<file path="src/rtl/vgs_pkg.sv">
package vgs_pkg;
  typedef enum logic [1:0] {
    ST_IDLE,
    ST_LOOK,
    ST_LOAD,
    ST_PLAY
  } seq_st_e;
endpackage

</file>
<file path="src/rtl/vgs_trig.sv">
// Qualifies trigger requests against the per-group start, hold and retrigger options.
module vgs_trig #(
  parameter int NG = 12,
  parameter int GW = 4
) (
  input  logic          clk,
  input  logic          rst_n,
  input  logic          trig_i,
  input  logic [GW-1:0] grp_i,
  input  logic [NG-1:0] opt_edge_i,
  input  logic [NG-1:0] opt_hold_i,
  input  logic [NG-1:0] opt_retrig_i,
  input  logic [GW-1:0] cur_g_i,
  input  logic          active_i,
  output logic          start_o,
  output logic          restart_o,
  output logic          release_o
);
  logic trig_q;
  logic rise;
  logic grp_ok;
  logic req_edge;

  always_ff @(posedge clk or negedge rst_n) begin
    if (!rst_n) trig_q <= 1'b0;
    else        trig_q <= trig_i;
  end

  always_comb begin
    rise      = trig_i & ~trig_q;
    grp_ok    = ({1'b0, grp_i} < (GW+1)'(NG));
    req_edge  = grp_ok & opt_edge_i[grp_i];
    start_o   = ~active_i & grp_ok & (req_edge ? rise : trig_i);
    restart_o = active_i & grp_ok & rise & opt_retrig_i[cur_g_i];
    release_o = active_i & opt_hold_i[cur_g_i] & ~trig_i;
  end
endmodule

</file>
<file path="src/rtl/vgs_cursor.sv">
// Byte offset and nibble phase within the current voice block.
module vgs_cursor #(
  parameter int BB = 256,
  parameter int YW = 8
) (
  input  logic          clk,
  input  logic          rst_n,
  input  logic          clr_i,
  input  logic          step_i,
  input  logic          pcm_i,
  output logic [YW-1:0] byte_o,
  output logic          nib_o,
  output logic          wrap_o
);
  localparam logic [YW-1:0] LAST_BYTE = YW'(BB - 1);

  logic [YW-1:0] byte_q, byte_d;
  logic          nib_q, nib_d;
  logic          adv_byte;

  always_comb begin
    adv_byte = pcm_i | nib_q;
    wrap_o   = adv_byte & (byte_q == LAST_BYTE);
    byte_d   = byte_q;
    nib_d    = nib_q;
    if (clr_i) begin
      byte_d = '0;
      nib_d  = 1'b0;
    end else if (step_i) begin
      if (adv_byte) begin
        nib_d  = 1'b0;
        byte_d = wrap_o ? '0 : byte_q + YW'(1);
      end else begin
        nib_d  = 1'b1;
      end
    end
  end

  always_ff @(posedge clk or negedge rst_n) begin
    if (!rst_n) begin
      byte_q <= '0;
      nib_q  <= 1'b0;
    end else begin
      byte_q <= byte_d;
      nib_q  <= nib_d;
    end
  end

  assign byte_o = byte_q;
  assign nib_o  = nib_q;
endmodule

</file>
<file path="src/rtl/vgs_out.sv">
// Aligns ROM read data with its fetch and formats the output sample.
module vgs_out (
  input  logic       clk,
  input  logic       rst_n,
  input  logic       flush_i,
  input  logic       fetch_i,
  input  logic       nib_i,
  input  logic       last_i,
  input  logic       pcm_i,
  input  logic [7:0] rom_data_i,
  output logic       pend_o,
  output logic [7:0] sample_o,
  output logic       vld_o,
  output logic       eog_o
);
  logic       pend_q, pend_d;
  logic       pnib_q, plast_q;
  logic [7:0] smp_q, smp_d;
  logic       vld_q, vld_d;
  logic       eog_q, eog_d;
  logic       cap_en;

  always_comb begin
    pend_d = fetch_i & ~flush_i;
    vld_d  = pend_q & ~flush_i;
    eog_d  = pend_q & plast_q & ~flush_i;
    cap_en = pend_q;
    if (pcm_i)       smp_d = rom_data_i;
    else if (pnib_q) smp_d = {4'h0, rom_data_i[3:0]};
    else             smp_d = {4'h0, rom_data_i[7:4]};
  end

  always_ff @(posedge clk or negedge rst_n) begin
    if (!rst_n) begin
      pend_q  <= 1'b0;
      pnib_q  <= 1'b0;
      plast_q <= 1'b0;
      smp_q   <= '0;
      vld_q   <= 1'b0;
      eog_q   <= 1'b0;
    end else begin
      pend_q <= pend_d;
      vld_q  <= vld_d;
      eog_q  <= eog_d;
      if (fetch_i) begin
        pnib_q  <= nib_i;
        plast_q <= last_i;
      end
      if (cap_en) smp_q <= smp_d;
    end
  end

  assign pend_o   = pend_q;
  assign sample_o = smp_q;
  assign vld_o    = vld_q;
  assign eog_o    = eog_q;
endmodule

</file>
<file path="src/rtl/voice_group_seq.sv">
module voice_group_seq
  import vgs_pkg::*;
#(
  parameter int NUM_GROUPS  = 12,
  parameter int TABLE_DEPTH = 960,
  parameter int NUM_BLOCKS  = 126,
  parameter int BLOCK_BYTES = 256,
  localparam int GW = $clog2(NUM_GROUPS),
  localparam int TW = $clog2(TABLE_DEPTH),
  localparam int BW = $clog2(NUM_BLOCKS),
  localparam int YW = $clog2(BLOCK_BYTES),
  localparam int RW = BW + YW
) (
  input  logic                     clk,
  input  logic                     rst_n,
  input  logic                     stop_i,
  input  logic                     tick_i,
  input  logic                     pcm_i,
  input  logic                     trig_i,
  input  logic [GW-1:0]            grp_i,
  input  logic [NUM_GROUPS-1:0]    opt_edge_i,
  input  logic [NUM_GROUPS-1:0]    opt_hold_i,
  input  logic [NUM_GROUPS-1:0]    opt_retrig_i,
  input  logic [NUM_GROUPS*TW-1:0] grp_first_i,
  input  logic [NUM_GROUPS*TW-1:0] grp_last_i,
  output logic [TW-1:0]            tbl_addr_o,
  input  logic [BW-1:0]            tbl_data_i,
  output logic [RW-1:0]            rom_addr_o,
  input  logic [7:0]               rom_data_i,
  output logic [7:0]               sample_o,
  output logic                     sample_vld_o,
  output logic                     eog_o,
  output logic                     busy_o
);
  logic [TW-1:0] first_a [NUM_GROUPS];
  logic [TW-1:0] last_a  [NUM_GROUPS];

  for (genvar gi = 0; gi < NUM_GROUPS; gi++) begin : g_cfg
    assign first_a[gi] = grp_first_i[gi*TW +: TW];
    assign last_a[gi]  = grp_last_i[gi*TW +: TW];
  end

  seq_st_e       state_q, state_d;
  logic [TW-1:0] entry_q, entry_d;
  logic [TW-1:0] last_q, last_d;
  logic [GW-1:0] cur_g_q, cur_g_d;
  logic [BW-1:0] blk_q, blk_d;

  logic          active, go, fetch, at_last;
  logic          start, restart, release_req;
  logic [YW-1:0] byte_w;
  logic          nib_w, wrap_w, pend_w;

  assign active  = (state_q != ST_IDLE);
  assign go      = start | restart;
  assign at_last = (entry_q == last_q);
  assign fetch   = (state_q == ST_PLAY) & tick_i & ~release_req & ~restart & ~stop_i;

  vgs_trig #(.NG(NUM_GROUPS), .GW(GW)) u_trig (
    .clk         (clk),
    .rst_n       (rst_n),
    .trig_i      (trig_i),
    .grp_i       (grp_i),
    .opt_edge_i  (opt_edge_i),
    .opt_hold_i  (opt_hold_i),
    .opt_retrig_i(opt_retrig_i),
    .cur_g_i     (cur_g_q),
    .active_i    (active),
    .start_o     (start),
    .restart_o   (restart),
    .release_o   (release_req)
  );

  vgs_cursor #(.BB(BLOCK_BYTES), .YW(YW)) u_cursor (
    .clk   (clk),
    .rst_n (rst_n),
    .clr_i (go | stop_i),
    .step_i(fetch),
    .pcm_i (pcm_i),
    .byte_o(byte_w),
    .nib_o (nib_w),
    .wrap_o(wrap_w)
  );

  vgs_out u_out (
    .clk       (clk),
    .rst_n     (rst_n),
    .flush_i   (stop_i | restart),
    .fetch_i   (fetch),
    .nib_i     (nib_w),
    .last_i    (wrap_w & at_last),
    .pcm_i     (pcm_i),
    .rom_data_i(rom_data_i),
    .pend_o    (pend_w),
    .sample_o  (sample_o),
    .vld_o     (sample_vld_o),
    .eog_o     (eog_o)
  );

  always_comb begin
    state_d = state_q;
    entry_d = entry_q;
    last_d  = last_q;
    cur_g_d = cur_g_q;
    blk_d   = blk_q;
    if (stop_i) begin
      state_d = ST_IDLE;
    end else if (go) begin
      state_d = ST_LOOK;
      cur_g_d = grp_i;
      entry_d = first_a[grp_i];
      last_d  = last_a[grp_i];
    end else begin
      unique case (state_q)
        ST_LOOK: state_d = ST_LOAD;
        ST_LOAD: begin
          blk_d   = tbl_data_i;
          state_d = ST_PLAY;
        end
        ST_PLAY: begin
          if (tick_i & release_req) begin
            state_d = ST_IDLE;
          end else if (fetch & wrap_w) begin
            if (at_last) begin
              state_d = ST_IDLE;
            end else begin
              entry_d = entry_q + TW'(1);
              state_d = ST_LOOK;
            end
          end
        end
        default: state_d = ST_IDLE;
      endcase
    end
  end

  always_ff @(posedge clk or negedge rst_n) begin
    if (!rst_n) begin
      state_q <= ST_IDLE;
      entry_q <= '0;
      last_q  <= '0;
      cur_g_q <= '0;
      blk_q   <= '0;
    end else begin
      state_q <= state_d;
      entry_q <= entry_d;
      last_q  <= last_d;
      cur_g_q <= cur_g_d;
      blk_q   <= blk_d;
    end
  end

  assign tbl_addr_o = entry_q;
  assign rom_addr_o = {blk_q, byte_w};
  assign busy_o     = active | pend_w | sample_vld_o;
endmodule

</file>
<file path="config.mk">
export PLATFORM = sky130hd
export DESIGN_NAME = voice_group_seq
export DESIGN_NICKNAME = d
export VERILOG_FILES = /design/src/rtl/vgs_pkg.sv /design/src/rtl/vgs_trig.sv /design/src/rtl/vgs_cursor.sv /design/src/rtl/vgs_out.sv /design/src/rtl/voice_group_seq.sv
export SDC_FILE = /design/constraint.sdc
export NUM_CORES = 1
export LEC_CHECK = 0
export ABC_CLOCK_PERIOD_IN_PS = 3950
export BUFFER_PORTS_ARGS = -buffer_cell sky130_fd_sc_hd__buf_2
export CAP_MARGIN = 30
export CORE_AREA = 2 2 133 135
export CTS_CLUSTER_DIAMETER = 150
export DETAILED_ROUTE_END_ITERATION = 16
export DIE_AREA = 0 0 135 137
export HOLD_SLACK_MARGIN = 0.1
export SKIP_LAST_GASP = 1
export SLEW_MARGIN = 40
export SYNTH_ARGS = -nofsm -noshare
export SYNTH_HDL_FRONTEND = slang
export SYNTH_SLANG_ARGS = --single-unit
export TNS_END_PERCENT = 1
</file>
<file path="constraint.sdc">
create_clock -name clk -period 3.95 [get_ports clk]
set_input_delay 0.5925 -clock clk [delete_from_list [all_inputs] [get_ports clk]]
set_output_delay 0.5925 -clock clk [all_outputs]
set_load 0.005 [all_outputs]
</file>
==> results_dict.tcl, run 1 <==
set metrics [dict create \
    outcome "complete, no violations" \
    synth_edf_count 0 \
    grt_max_degree 51 \
    syn_nets 754 \
    yosysUniqueCellTypes 52 \
    placed_cell_area_mm2 0.006842 \
    path_buf_inv 2 \
    startpoint_type "flip-flop" \
    netlist_area_mm2 0.004955 \
    max_slew.worst_pin.slew_ns 0.7280 \
    drc_errors 0 \
    synth_common_cells "mux4_2 (64), dfrtp_1 (56), nand2_1 (40)" \
    setup_viol 0 \
    syn_to_final_growth_pct 41.11 \
    power_frac_seq_pct 37.8 \
    port_buffers 336 \
    grt_overflow 0 \
    placed_cells 987 \
    fin_crit_sh_pct 77.34 \
    fmax_mhz 327.3 \
    crit_type "flip-flop to flip-flop" \
    hold_viol 0 \
    grtUsageTotal_pct 19.79 \
    dieHeight_um 137 \
    cp_data_arrival_time_ns 3.22 \
    cap_violations 0 \
    yosysTopAreaCell "mux4_2" \
    routed-via-count 5106 \
    drt-vias-per-instance 5.132 \
    p_switching_mw 0.9668 \
    crit_chain "inv_1, ha_1, nor3b_1, nand2_1, a311oi_1, a21oi_2, a21oi_4, buf_4, a2bb2oi_1, mux2i_1" \
    slowest_delay_ns 0.57 \
    p_int_mw 1.642 \
    cpMaxStageDelayCell "a311oi_1" \
    numCtsBuffers 5 \
    whs_ns 0.3166 \
    drtPass1Iterations 4 \
    fin_cells 995 \
    leakage_nw 3.378 \
    setup_tns_ns 0 \
    synth-main-ff-cell "dfrtp_1" \
    ios 337 \
    fin_skew_ns 0.006532 \
    synth-seq-cells 56 \
    grt_pass1_wl_um 28110 \
    async_flop_share_pct 100.0 \
    die_w_um 135 \
    timing.final.crit_period_ns 3.055 \
    synth_area_leaders "mux4_2 (29%), dfrtp_1 (28%), mux2i_1 (6.7%)" \
    post_cts_buffers 0 \
    wire_per_inst_um 18.88 \
    cp.required_ns 4.12 \
    synth-seq-area-share_pct 28.28 \
    pwr-share-clk_pct 17.2 \
    synth_most_common_cell "mux4_2" \
    htreeDepth 2 \
    cts_tree "yes" \
    grt_antenna_before_repair 1 \
    rsz0062_at_grt "no" \
    hold_path.class "input pin to async pin" \
    die_area_mm2 0.01850 \
    dr.first_iter.drc_count 254 \
    start_util_pct 29.05 \
    report.final.slew_viol_count 0 \
    cp_max_fo 29 \
    netlist_instances 448 \
    peakVddDrop_mv 0.1783 \
    cts_root_buf "clkbuf_16" \
    cts_resized 0 \
    ant_nets 0 \
    p_sw_share_pct 37.07 \
    final_cell_area_mm2 0.006992 \
    fill_cells 1743 \
    clkLatencyLatePin_ns 0.29 \
    row_count 48 \
    power.density_mw_per_mm2 373.1 \
    place_hpwl_um 15940 \
    seq_area_mm2 0.001401 \
    endpoint_kind "flip-flop" \
    cts_sinks 56 \
    power_mw 2.608 \
    multi_input_comb_area_mm2 0.003366 \
    max_slew_margin_pct 51.37 \
    grt_pass1_vias 5045 \
    cts-hold-fix-buffers 0 \
    clock_path_buffers 2 \
    syn_area_per_cell_um2 11.06 \
    drive_gt1_share_pct 56.96 \
    netlist.area_leader.share_pct 29.09 \
    nNetsFinal 1075 \
    cp_top_family "compound AO/OA/AOI/OAI gates" \
    routed_wl_um 18790 \
    clk_pin_slew_worst_paths_ns 0.07 \
    place_congestion 0.8530 \
    yosys_warnings 0 \
    combPwrFrac_pct 44.9 \
    coreArea_mm2 0.01706 \
]
-- through the flow --
stage | utilization (%) | worst slack (ns)
global route | 40.99 | 0.5567
finish | 40.99 | 0.8951
CTS | 40.98 | 0.8565
detailed placement | 40.11 | 0.8602
global placement | 40.11 | 0.8748
floorplan | - | 1.223
-- path summary, 6_finish.rpt --
kind,startpoint,endpoint,slack [ns],cells past startpoint
worst max-delay path,state_q[0],tbl_addr_o[0],0.90,10
worst min-delay path,rst_n,u_out.eog_o,0.32,1
worst max register to register,state_q[0],tbl_addr_o[0],0.90,10
worst min register to register,blk_q[4],blk_q[4],0.50,1
max in group asynchronous,rst_n,cur_g_q[0],2.80,2
min in group clk,trig_i,u_trig.trig_q,0.46,1
-- kinds of logic (layout without fill, tap and decap cells) --
kind of cell	count (synthesis)	count (layout)	synth area share, %
buffers and inverters	43	364	3.787
adder cells (fa/ha/maj)	5	5	1.263
XOR/XNOR	16	16	2.828
flip-flops	56	56	28.28
AND/OR/NAND/NOR	121	121	11.82
other	0	1	0
multiplexers	110	110	38.71
AO/OA/AOI/OAI	97	97	13.31
-- power by group through the flow --
stage | Combinational [mW] | Sequential (mW) | Clock (mW)
detailed placement | 1.19 | 1.00 | 0
CTS | 1.19 | 0.992 | 0.466
floorplan | 0.763 | 0.927 | 0
finish | 1.17 | 0.987 | 0.450
global route | 1.30 | 1.02 | 0.498
global placement | 1.17 | 1.00 | 0
-- layout by cell type (no fill, tap or decap), types with 3 or more instances in the layout --
master,instances
dfrtp_1,56
mux2_2,12
nor3b_1,3
inv_1,11
clkbuf_16,5
a31oi_1,6
and3_1,8
o22ai_1,8
nor2_1,31
nor2b_1,9
buf_2,335
o22a_1,3
mux2i_1,33
o2bb2ai_1,16
a21oi_2,3
a21oi_1,38
nand4_1,4
nand2_1,40
buf_4,9
xor2_1,10
mux4_2,64
a311oi_1,3
o21ai_0,6
ha_1,5
xnor2_1,6
nand3_1,12
-- area by class of cell --
| type | count | share of cell area [%] |
|---|---|---|
| Timing Repair Buffer | 344 | 24.95 |
| Sequential cell | 56 | 20.04 |
| Tap cell | 225 | 4.026 |
| Antenna cell | 1 | 0.03579 |
| Inverter | 13 | 0.6979 |
| Multi-Input combinational cell | 349 | 48.14 |
| Clock inverter | 1 | 0.1253 |
| Clock buffer | 6 | 1.986 |
-- sequential cells by signal (all words and copies together) (netlist names), 2 cells and up --
signal,count
blk_q,7
u_cursor.byte_o,8
tbl_addr_o,10
state_q,2
u_out.sample_o,8
last_q,10
cur_g_q,4
-- per-layer routing --
| layer | wire length (µm) | GRT usage [%] |
|---|---|---|
| met3 | 1228 | 3.407 |
| met1 | 7446 | 24.60 |
| met2 | 10000 | 37.11 |
| met4 | 110 | 1.968 |
| met5 | 0 | 0 |
Power figures use the tool's default switching activity.
==> inputs of run 2 (changes only) <==
- ABC_CLOCK_PERIOD_IN_PS: 3950 -> 2800
- CORE_AREA: 2 2 133 135 -> 2 2 130 132
- DIE_AREA: 0 0 135 137 -> 0 0 132 134
- clock period: 3.95 -> 2.8 ns (I/O delays scaled with it)
==> run 2 against run 1 <==
- combinational power rose by 51%
- sequential power rose by 39%
- die area fell by 4.4%
- via count rose by 1.3%
- non-clock buffer count rose by 19
- clock-buffer cell count fell by 1
- first-iteration DRC count rose by 16%
==> results_dict.tcl, run 2 (synthesis results as in run 1) <==
set metrics [dict create \
    p_switching_mw 1.372 \
    cts_sinks 56 \
    outcome "complete, no violations" \
    power.density_mw_per_mm2 524.1 \
    max_slew.worst_pin.slew_ns 0.7097 \
    clkLatencyLatePin_ns 0.29 \
    power_frac_seq_pct 36.7 \
    crit_type "flip-flop to flip-flop" \
    wire_per_inst_um 19.02 \
    die_area_mm2 0.01769 \
    fin_crit_sh_pct 92.45 \
    timing.final.crit_period_ns 2.589 \
    slowest_delay_ns 0.49 \
    peakVddDrop_mv 0.2964 \
    fin_skew_ns 0.005152 \
    clock_path_buffers 2 \
    cp.required_ns 2.97 \
    cpMaxStageDelayCell "dfrtp_2" \
    row_count 47 \
    routed-via-count 5171 \
    port_buffers 336 \
    setup_tns_ns 0 \
    leakage_nw 3.462 \
    fin_ws_ns 0.2113 \
    clk_pin_slew_worst_paths_ns 0.07 \
    hold_viol 0 \
    drtPass1Iterations 4 \
    startpoint_type "flip-flop" \
    dr.first_iter.drc_count 294 \
    pwr-share-clk_pct 16.0 \
    report.final.slew_viol_count 0 \
    p_sw_share_pct 36.73 \
    ant_nets 0 \
    place_congestion 0.7993 \
    power_mw 3.736 \
    p_int_mw 2.363 \
    ios 337 \
    hold_path.class "input pin to flip-flop" \
    rr_startpoint "cur_g_q[0]" \
    numCtsBuffers 5 \
    htreeDepth 2 \
    nNetsFinal 1094 \
    min_from "trig_i" \
    whs_ns 0.2947 \
    cap_violations 0 \
    startpoint "cur_g_q[0]" \
    grt_pass1_wl_um 28570 \
    drt-vias-per-instance 5.125 \
    fill_cells 1627 \
    die_w_um 132 \
    grt_antenna_before_repair 4 \
    grt_max_degree 52 \
    syn_to_final_growth_pct 43.86 \
    endpoint_kind "flip-flop" \
    coreArea_mm2 0.01629 \
    cts_tree "yes" \
    rsz0062_at_grt "no" \
    cts_root_buf "clkbuf_16" \
    drive_gt1_share_pct 57.99 \
    combPwrFrac_pct 47.3 \
    dieHeight_um 134 \
    fmax_mhz 386.3 \
    dp_slack_ns 0.1119 \
    max_slew_margin_pct 52.69 \
    layout_common_cells "buf_2 (334), mux4_2 (64), dfrtp_1 (55)" \
    cp_max_fo 9 \
    start_util_pct 30.42 \
    setup_viol 0 \
    routed_wl_um 19190 \
    grt_overflow 0 \
    drc_errors 0 \
    place_hpwl_um 16690 \
    grt_pass1_vias 5257 \
    crit_path_frequent_cell "buf_4" \
    cp_data_arrival_time_ns 2.76 \
    grtUsageTotal_pct 20.83 \
    crit_chain "buf_4, mux2i_1, a22o_1, a311oi_1, buf_4, a21oi_2, a21oi_4, buf_4, mux2_2" \
    layout_commonest_cell "buf_2" \
    final_util_pct 43.76 \
]
## run 2: changes by cell type in the layout (fill, tap and decap cells not counted), sizes merged
cell / before / now
buf: 344 / 362
clkbuf: 6 / 5
clkinvlp: 0 / 1
dlygate4sd3: 0 / 1
## run 2: worst paths after layout
kind | to | slack (ns) | cells after the start
worst max register to register | cur_g_q[3] | 0.21 | 9
worst min register to register | blk_q[2] | 0.50 | 1
worst min-delay path | u_trig.trig_q | 0.29 | 1
max in group asynchronous | cur_g_q[0] | 1.62 | 3
min in group asynchronous | u_cursor.byte_o[0] | 0.64 | 2
worst max-delay path | cur_g_q[3] | 0.21 | 9
## run 2: area by class of cell
cell class | instances | area (µm²) | area share [%]
Clock buffer | 5 | 125.1 | 1.755
Clock inverter | 2 | 12.51 | 0.1755
Timing Repair Buffer | 363 | 1896 | 26.59
Sequential cell | 56 | 1403 | 19.68
Multi-Input combinational cell | 349 | 3366 | 47.22
Antenna cell | 1 | 2.502 | 0.03511
Tap cell | 220 | 275.3 | 3.862
Inverter | 13 | 48.80 | 0.6846
## run 2: power groups by stage
stage	Sequential, mW	Clock, mW	Combinational [mW]
2_1_floorplan	1.31	0	1.08
3_3_place_gp	1.38	0	1.74
3_5_place_dp	1.39	0	1.77
4_1_cts	1.37	0.623	1.78
5_1_grt	1.42	0.653	1.94
6_report	1.37	0.597	1.77
## run 2: what timing repair did
| item | in CTS | in global routing |
|---|---|---|
| gates resized for setup | 0 | 2 |
| endpoints found under the hold margin | 0 | 1 |
| buffers inserted | 0 | 0 |
| hold buffers | 0 | 1 |
| setup endpoints to repair | 0 | 4 |
## run 2: layer usage
layer,wire length (µm),GRT usage (%),part of all wire [%],vias to the layer above
met5,0,0,0,-
met1,7878,27.63,41,2471
met3,1438,3.968,7.5,12
met4,174,3.563,0.91,0
met2,9700,36.02,51,247
li1,-,-,-,2441
## run 2: worst max-delay path, delay by kind of cell, from the launching register on
family / cells / cell delay, ns
buffers and inverters: 3 / 0.58
DFF: 1 / 0.49
AOI/OAI and AO/OA: 4 / 0.96
muxes: 2 / 0.44
## run 2: through the flow
step	instances	instance area (µm²)
2_1_floorplan	448	4955
3_3_place_gp	1000	6970
3_5_place_dp	1000	6970
4_1_cts	1007	7108
5_1_grt	1009	7128
6_report	1009	7128
